## src/rtl/mesi_pkg.sv

```systemverilog
package mesi_pkg;
  typedef enum logic [1:0] {LN_I = 2'd0, LN_S = 2'd1, LN_E = 2'd2, LN_M = 2'd3} line_st_t;
  typedef enum logic [1:0] {BC_NONE = 2'd0, BC_RD = 2'd1, BC_RDX = 2'd2, BC_WB = 2'd3} bus_cmd_t;
endpackage

```

## src/rtl/mesi_line_store.sv

```systemverilog
module mesi_line_store
  import mesi_pkg::*;
#(
  parameter int LINES = 4,
  parameter int TAG_W = 6,
  parameter int DW    = 16,
  localparam int IDX_W = $clog2(LINES)
) (
  input  logic             clk,
  input  logic             rst,
  input  logic [IDX_W-1:0] lk_idx,
  output logic [TAG_W-1:0] lk_tag,
  output line_st_t         lk_st,
  output logic [DW-1:0]    lk_data,
  input  logic             lcl_we,
  input  logic [TAG_W-1:0] lcl_tag,
  input  line_st_t         lcl_st,
  input  logic [DW-1:0]    lcl_data,
  input  logic [IDX_W-1:0] sn_idx,
  output logic [TAG_W-1:0] sn_tag,
  output line_st_t         sn_st,
  output logic [DW-1:0]    sn_data,
  input  logic             sn_we,
  input  line_st_t         sn_st_new
);
  line_st_t         st_q   [LINES];
  logic [TAG_W-1:0] tag_q  [LINES];
  logic [DW-1:0]    data_q [LINES];

  always_ff @(posedge clk) begin
    if (rst) begin
      for (int i = 0; i < LINES; i++) st_q[i] <= LN_I;
    end else begin
      if (lcl_we) st_q[lk_idx] <= lcl_st;
      if (sn_we)  st_q[sn_idx] <= sn_st_new;
    end
  end

  always_ff @(posedge clk) begin
    if (lcl_we) begin
      tag_q[lk_idx]  <= lcl_tag;
      data_q[lk_idx] <= lcl_data;
    end
  end

  assign lk_tag  = tag_q[lk_idx];
  assign lk_st   = st_q[lk_idx];
  assign lk_data = data_q[lk_idx];
  assign sn_tag  = tag_q[sn_idx];
  assign sn_st   = st_q[sn_idx];
  assign sn_data = data_q[sn_idx];


  port_clash_chk: assert property (@(posedge clk) disable iff (rst)
    (lcl_we && sn_we) |-> (lk_idx != sn_idx));
endmodule

```

## src/rtl/mesi_snoop_logic.sv

```systemverilog
module mesi_snoop_logic
  import mesi_pkg::*;
(
  input  bus_cmd_t cmd,
  input  logic     tag_eq,
  input  line_st_t st,
  output logic     shared,
  output logic     flush,
  output logic     st_we,
  output line_st_t st_new
);
  logic present;
  assign present = tag_eq && (st != LN_I);

  always_comb begin
    shared = 1'b0;
    flush  = 1'b0;
    st_we  = 1'b0;
    st_new = st;
    case (cmd)
      BC_RD: begin
        shared = present;
        flush  = present && (st == LN_M);
        st_we  = present && (st != LN_S);
        st_new = LN_S;
      end
      BC_RDX: begin
        flush  = present && (st == LN_M);
        st_we  = present;
        st_new = LN_I;
      end
      default: ;
    endcase
  end
endmodule

```

## src/rtl/mesi_cache_ctrl.sv

```systemverilog
module mesi_cache_ctrl
  import mesi_pkg::*;
#(
  parameter int AW    = 8,
  parameter int DW    = 16,
  parameter int LINES = 4
) (
  input  logic          clk,
  input  logic          rst,
  input  logic          cpu_req,
  input  logic          cpu_we,
  input  logic [AW-1:0] cpu_addr,
  input  logic [DW-1:0] cpu_wdata,
  output logic [DW-1:0] cpu_rdata,
  output logic          cpu_ready,
  output logic          bus_req,
  input  logic          bus_gnt,
  output logic [1:0]    bus_cmd,
  output logic [AW-1:0] bus_addr,
  output logic [DW-1:0] bus_wdata,
  input  logic [DW-1:0] bus_rdata,
  input  logic          bus_shared_in,
  input  logic [1:0]    snp_cmd,
  input  logic [AW-1:0] snp_addr,
  output logic          snp_shared,
  output logic          snp_flush,
  output logic [DW-1:0] snp_data
);
  localparam int IDX_W = $clog2(LINES);
  localparam int TAG_W = AW - IDX_W;

  typedef enum logic [1:0] {F_IDLE, F_LOOK, F_WAIT, F_DONE} fsm_t;

  fsm_t          fsm_q;
  logic          op_we_q, req_q, rdy_q;
  logic [AW-1:0] op_addr_q, baddr_q;
  logic [DW-1:0] op_wdata_q, bdata_q, rdata_q;
  bus_cmd_t      cmd_q;

  logic [IDX_W-1:0] idx, sn_idx;
  logic [TAG_W-1:0] tag, sn_tag_in, lk_tag, sn_tag, lcl_tag;
  line_st_t         lk_st, sn_st, lcl_st, sn_st_new;
  logic [DW-1:0]    lk_data, sn_data, lcl_data;
  logic             lcl_we, sn_we, sh, fl, snp_same, lk_hit;

  assign idx       = op_addr_q[IDX_W-1:0];
  assign tag       = op_addr_q[AW-1:IDX_W];
  assign sn_idx    = snp_addr[IDX_W-1:0];
  assign sn_tag_in = snp_addr[AW-1:IDX_W];

  mesi_line_store #(.LINES(LINES), .TAG_W(TAG_W), .DW(DW)) u_store (
    .clk(clk), .rst(rst),
    .lk_idx(idx), .lk_tag(lk_tag), .lk_st(lk_st), .lk_data(lk_data),
    .lcl_we(lcl_we), .lcl_tag(lcl_tag), .lcl_st(lcl_st), .lcl_data(lcl_data),
    .sn_idx(sn_idx), .sn_tag(sn_tag), .sn_st(sn_st), .sn_data(sn_data),
    .sn_we(sn_we), .sn_st_new(sn_st_new)
  );

  mesi_snoop_logic u_snoop (
    .cmd(bus_cmd_t'(snp_cmd)), .tag_eq(sn_tag == sn_tag_in), .st(sn_st),
    .shared(sh), .flush(fl), .st_we(sn_we), .st_new(sn_st_new)
  );

  assign snp_same = sn_we && (sn_idx == idx);
  assign lk_hit   = (lk_st != LN_I) && (lk_tag == tag);

  always_comb begin
    lcl_we   = 1'b0;
    lcl_tag  = tag;
    lcl_st   = lk_st;
    lcl_data = lk_data;
    case (fsm_q)
      F_LOOK:
        if (!snp_same && lk_hit && op_we_q && (lk_st == LN_M || lk_st == LN_E)) begin
          lcl_we   = 1'b1;
          lcl_st   = LN_M;
          lcl_data = op_wdata_q;
        end
      F_WAIT:
        if (bus_gnt) begin
          case (cmd_q)
            BC_WB:  begin lcl_we = 1'b1; lcl_tag = lk_tag; lcl_st = LN_I; end
            BC_RD:  begin lcl_we = 1'b1; lcl_st = bus_shared_in ? LN_S : LN_E; lcl_data = bus_rdata; end
            BC_RDX: begin lcl_we = 1'b1; lcl_st = LN_M; lcl_data = op_wdata_q; end
            default: ;
          endcase
        end
      default: ;
    endcase
  end

  always_ff @(posedge clk) begin
    if (rst) begin
      fsm_q      <= F_IDLE;
      req_q      <= 1'b0;
      rdy_q      <= 1'b0;
      cmd_q      <= BC_NONE;
      op_we_q    <= 1'b0;
      op_addr_q  <= '0;
      op_wdata_q <= '0;
      baddr_q    <= '0;
      bdata_q    <= '0;
      rdata_q    <= '0;
    end else begin
      rdy_q <= 1'b0;
      case (fsm_q)
        F_IDLE:
          if (cpu_req) begin
            op_we_q    <= cpu_we;
            op_addr_q  <= cpu_addr;
            op_wdata_q <= cpu_wdata;
            fsm_q      <= F_LOOK;
          end
        F_LOOK:
          if (!snp_same) begin
            if (lk_hit && !(op_we_q && lk_st == LN_S)) begin
              if (!op_we_q) rdata_q <= lk_data;
              rdy_q <= 1'b1;
              fsm_q <= F_DONE;
            end else begin
              req_q   <= 1'b1;
              fsm_q   <= F_WAIT;
              bdata_q <= lk_data;
              if (!lk_hit && lk_st == LN_M) begin
                cmd_q   <= BC_WB;
                baddr_q <= {lk_tag, idx};
              end else begin
                cmd_q   <= op_we_q ? BC_RDX : BC_RD;
                baddr_q <= op_addr_q;
              end
            end
          end
        F_WAIT:
          if (bus_gnt) begin
            req_q <= 1'b0;
            cmd_q <= BC_NONE;
            if (cmd_q == BC_WB) begin
              fsm_q <= F_LOOK;
            end else begin
              if (cmd_q == BC_RD) rdata_q <= bus_rdata;
              rdy_q <= 1'b1;
              fsm_q <= F_DONE;
            end
          end else if (snp_same) begin
            req_q <= 1'b0;
            cmd_q <= BC_NONE;
            fsm_q <= F_LOOK;
          end
        default: fsm_q <= F_IDLE;
      endcase
    end
  end

  assign cpu_rdata  = rdata_q;
  assign cpu_ready  = rdy_q;
  assign bus_req    = req_q;
  assign bus_cmd    = cmd_q;
  assign bus_addr   = baddr_q;
  assign bus_wdata  = bdata_q;
  assign snp_shared = sh;
  assign snp_flush  = fl;
  assign snp_data   = fl ? sn_data : '0;


  req_hold_chk: assert property (@(posedge clk) disable iff (rst)
    (bus_req && !bus_gnt && !snp_same) |=> (bus_req && $stable(bus_cmd) && $stable(bus_addr)));

  ready_pulse_chk: assert property (@(posedge clk) disable iff (rst)
    cpu_ready |=> !cpu_ready);

  cmd_valid_chk: assert property (@(posedge clk) disable iff (rst)
    bus_req |-> (bus_cmd != 2'd0));

  shared_rd_chk: assert property (@(posedge clk) disable iff (rst)
    snp_shared |-> (snp_cmd == 2'd1));
endmodule

```

## config.mk

```make
export PLATFORM = sky130hd
export DESIGN_NAME = mesi_cache_ctrl
export DESIGN_NICKNAME = d
export VERILOG_FILES = /design/src/rtl/mesi_pkg.sv /design/src/rtl/mesi_line_store.sv /design/src/rtl/mesi_snoop_logic.sv /design/src/rtl/mesi_cache_ctrl.sv
export SDC_FILE = /design/constraint.sdc
export NUM_CORES = 1
export LEC_CHECK = 0
export BUFFER_PORTS_ARGS = -buffer_cell sky130_fd_sc_hd__buf_4
export CORE_MARGIN = 4
export CORE_UTILIZATION = 45
export DETAILED_ROUTE_END_ITERATION = 7
export SLEW_MARGIN = 20
export SYNTH_ARGS = -nofsm -noshare
export SYNTH_HDL_FRONTEND = slang
export SYNTH_HIERARCHICAL = 1
export SYNTH_SLANG_ARGS = --single-unit
```

## constraint.sdc

```tcl
create_clock -name clk -period 17.5 [get_ports clk]
set_clock_uncertainty 0.2 [all_clocks]
set_input_delay 3.5 -clock clk [delete_from_list [all_inputs] [get_ports clk]]
set_output_delay 3.5 -clock clk [all_outputs]
set_load 0.01 [all_outputs]
```

==> summary.txt <==
CTS
  – Num CTS Buffers: 17
  – Clock sink count: 167
  – CTS Buffer Depth: 2
  – Clock tree root driver cell: clkbuf_16
  – Post-CTS Resized: 0
  – CTS Hold Bufs: 0
  – Clk_lat worst skew: 420 ps
  – Clk pin slew, worst setup/hold paths: about 60 ps
  – CTS tree: yes
  – Postcts setup bufs: 0
  – CTS H-tree lvls: 4

Placed design
  – Dpl ws: 7163 ps
  – Routability Congestion: roughly 0.86
  – Area of placed instances: 9462 µm²
  – Port bufs: ~120
  – Dpl hpwl: 15710 µm

Critical path
  – Worst path slowest cell: mux4_2
  – CP max FO: 30
  – CP Data Arrival Time: 6270 ps
  – Cell mode on critical path: buf_4
  – Reg2Reg Depth: 10
  – CP Cell Sequence: buf_4 > mux4_2 > xnor2_1 > nand4_1 > nor3_1 > nand2b_1 > nor2_2 > and2_1 > buf_4
  – Critical path endpoint category: output pin
  – Kind of critical path: input port to output pin
  – CP top delay family: simple AND/OR/NAND/NOR gates
  – Worst path bufs/invs: 2
  – CP required: around 14000 ps
  – Crit-path max cell delay: 600 ps
  – Worst path depth: 9
  – Worst setup SP type: input port

Yosys
  – Distinct cells, synth: 54
  – Cell taking the most area after synthesis: edfxtp_1
  – Post-synth net total: roughly 770
  – Number of synthesized flops with an enable pin: 96
  – Most numerous cell in the Yosys netlist: edfxtp_1
  – Dominant synthesized flop cell: edfxtp_1
  – Ys Warns: 6
  – Avg Inst Size Synth: 12.16 µm²
  – Sequential-to-total area share from yosys stat: 50.66%
  – Syn Inst Count: 699
  – Synth Register Bits: 167
  – Asr flop ratio synth: 0%
  – Most instantiated cells after synthesis: 96 x edfxtp_1, 71 x dfxtp_1, 69 x nand2_1
  – Synth top area share: 33.93%
  – Top cells by area, synth: edfxtp_1 34%, dfxtp_1 17%, mux4_2 13%
  – Synthesized cell area: around 8500 µm²

Status
  – Outcome: finished, final reports clean

Drt
  – Initial DRC Count: 533
  – WL/cell: about 22 µm
  – Routed via count: approximately 6200
  – Vias per std cell: a little over 6
  – Residual DRC count: 0
  – Post-route antenna net violation count: 0
  – 1st-pass router iterations: 6
  – Final WL: about 23000 µm

STA
  – Final number of setup-violating endpoints: 0
  – Worst slew pin tran: 1037 ps
  – RSZ-0062 raised after global routing: no
  – Fmax: 0.1003 GHz
  – Period utilisation layout: between 50% and 60%
  – Hold WS: 281.6 ps
  – Setup ws final: 7534 ps
  – Setup TNS: 0 ps
  – Max Slew Vio Count: 0
  – Fin crit period: 9966 ps
  – Slew headroom: a little under a third
  – Final Hold Fails: 0

Min path
  – Hold Path Stages: 2
  – Hold WC Path Type: flop to flop

Die
  – Die width: 145.4 µm
  – # rows: a little under 50
  – Die height: 145.4 µm
  – Die area: about 21000 µm²
  – Core Area: 18270 µm²
  – Num ports: 118
  – Initial Util: between 40% and 50%

Power
  – Pwr Density: 126.1 nW/µm²
  – Worst vdd ir: 0.07519 mV
  – Leak: roughly 0.0036 µW

GRT
  – Total congestion overflow: 0
  – Vias in the first global route: 6476
  – Gr usage total: 21.79%
  – Global-route wire length before repair: around 36000 µm
  – Initial antenna violation count: 0
  – Largest net degree at the start of global routing: 85

Layout
  – Fin area: 10080 µm²
  – Layout Nets: ~860
  – Ant diodes: 0
  – Proportion of layout cells with a drive suffix above 1: 29.14%
  – Syn-to-layout area delta: 18.67%

Flow run
  – Max Cap Viol: 0
## final timing paths
kind	start	endpoint	slack, ps
setup / recovery	snp_addr[0]	snp_data[15]	7530
hold / removal	op_wdata_q[13]	op_wdata_q[13]	280
setup reg to reg	op_addr_q[0]	u_store/data_q[0][0]	13170
hold reg to reg	op_wdata_q[13]	op_wdata_q[13]	280
## flip-flops by register name (all words and copies together), names as in the netlist, 8 cells and up
name,cells
u_store/tag_q,24
u_store/data_q,64
u_store/st_q,8
bus_addr,8
op_wdata_q,16
op_addr_q,8
cpu_rdata,16
bus_wdata,16
## worst register-to-register path, cell delays in order (launching register included)
cell and delay, ps:
dfxtp_2 310, buf_4 480, mux4_2 700, xor2_1 180, or3_4 410, nor3_4 250
a21oi_1 100, nor2b_1 360, inv_1 160, nor3_2 440, buf_4 400
## cell families after synthesis
group | share of synthesized area [%]
buf+inv | 4.845
xor+xnor | 1.443
flops | 50.66
fa+ha+maj | 1.473
simple gates | 11.87
compound gates | 13.18
mux | 16.54
## layout by cell type (no fill, tap or decap), drive strengths merged, types with 3 or more instances in the layout
| master | n |
|---|---|
| clkbuf | 18 |
| a21oi | 34 |
| edfxtp | 96 |
| a221oi | 16 |
| nand3 | 10 |
| a22oi | 16 |
| nor3 | 6 |
| buf | 127 |
| or3 | 6 |
| nand2b | 8 |
| nor2b | 19 |
| mux4 | 48 |
| and3 | 4 |
| clkinv | 3 |
| inv | 36 |
| nand2 | 69 |
| bufinv | 3 |
| a211oi | 18 |
| xnor2 | 9 |
| nand3b | 3 |
| a221o | 17 |
| nor2 | 49 |
| ha | 10 |
| and2 | 19 |
| mux2i | 23 |
| o31ai | 4 |
| xor2 | 5 |
| dfxtp | 71 |
| a311oi | 23 |
| o41ai | 3 |
| o21ai | 4 |
| mux2 | 8 |
## layer usage
layer	vias to the layer above	track usage, %	wire (µm)
met5	-	0	0
met2	209	39.21	12130
li1	2867	-	-
met1	3133	26.33	9270
met3	37	3.831	1121
met4	0	7.787	552
## final cells by class
class | count | area, µm²
clock buffers | 18 | 429.2
clock inverters | 14 | 186.4
fillers | 1560 | 8187
inverters | 30 | 112.6
multi-input cells | 447 | 3810
flip-flops and latches | 167 | 4305
well taps | 229 | 286.5
repair buffers | 127 | 953.4
## metrics by stage
stage / power, µW / utilization, % / cells
2_1_floorplan: 765.5 / - / 699
3_3_place_gp: 879.1 / 51.79 / 1000
3_5_place_dp: 889.0 / 51.79 / 1000
4_1_cts: 1279 / 55.16 / 1032
5_1_grt: 1336 / 55.19 / 1032
6_report: 1272 / 55.19 / 1032
## report_power, final
part           internal (µW)  switching [µW]
logic                    152             228
clock network            229             162
registers                474            27.5
No activity file was read; power rests on OpenSTA's default activity.
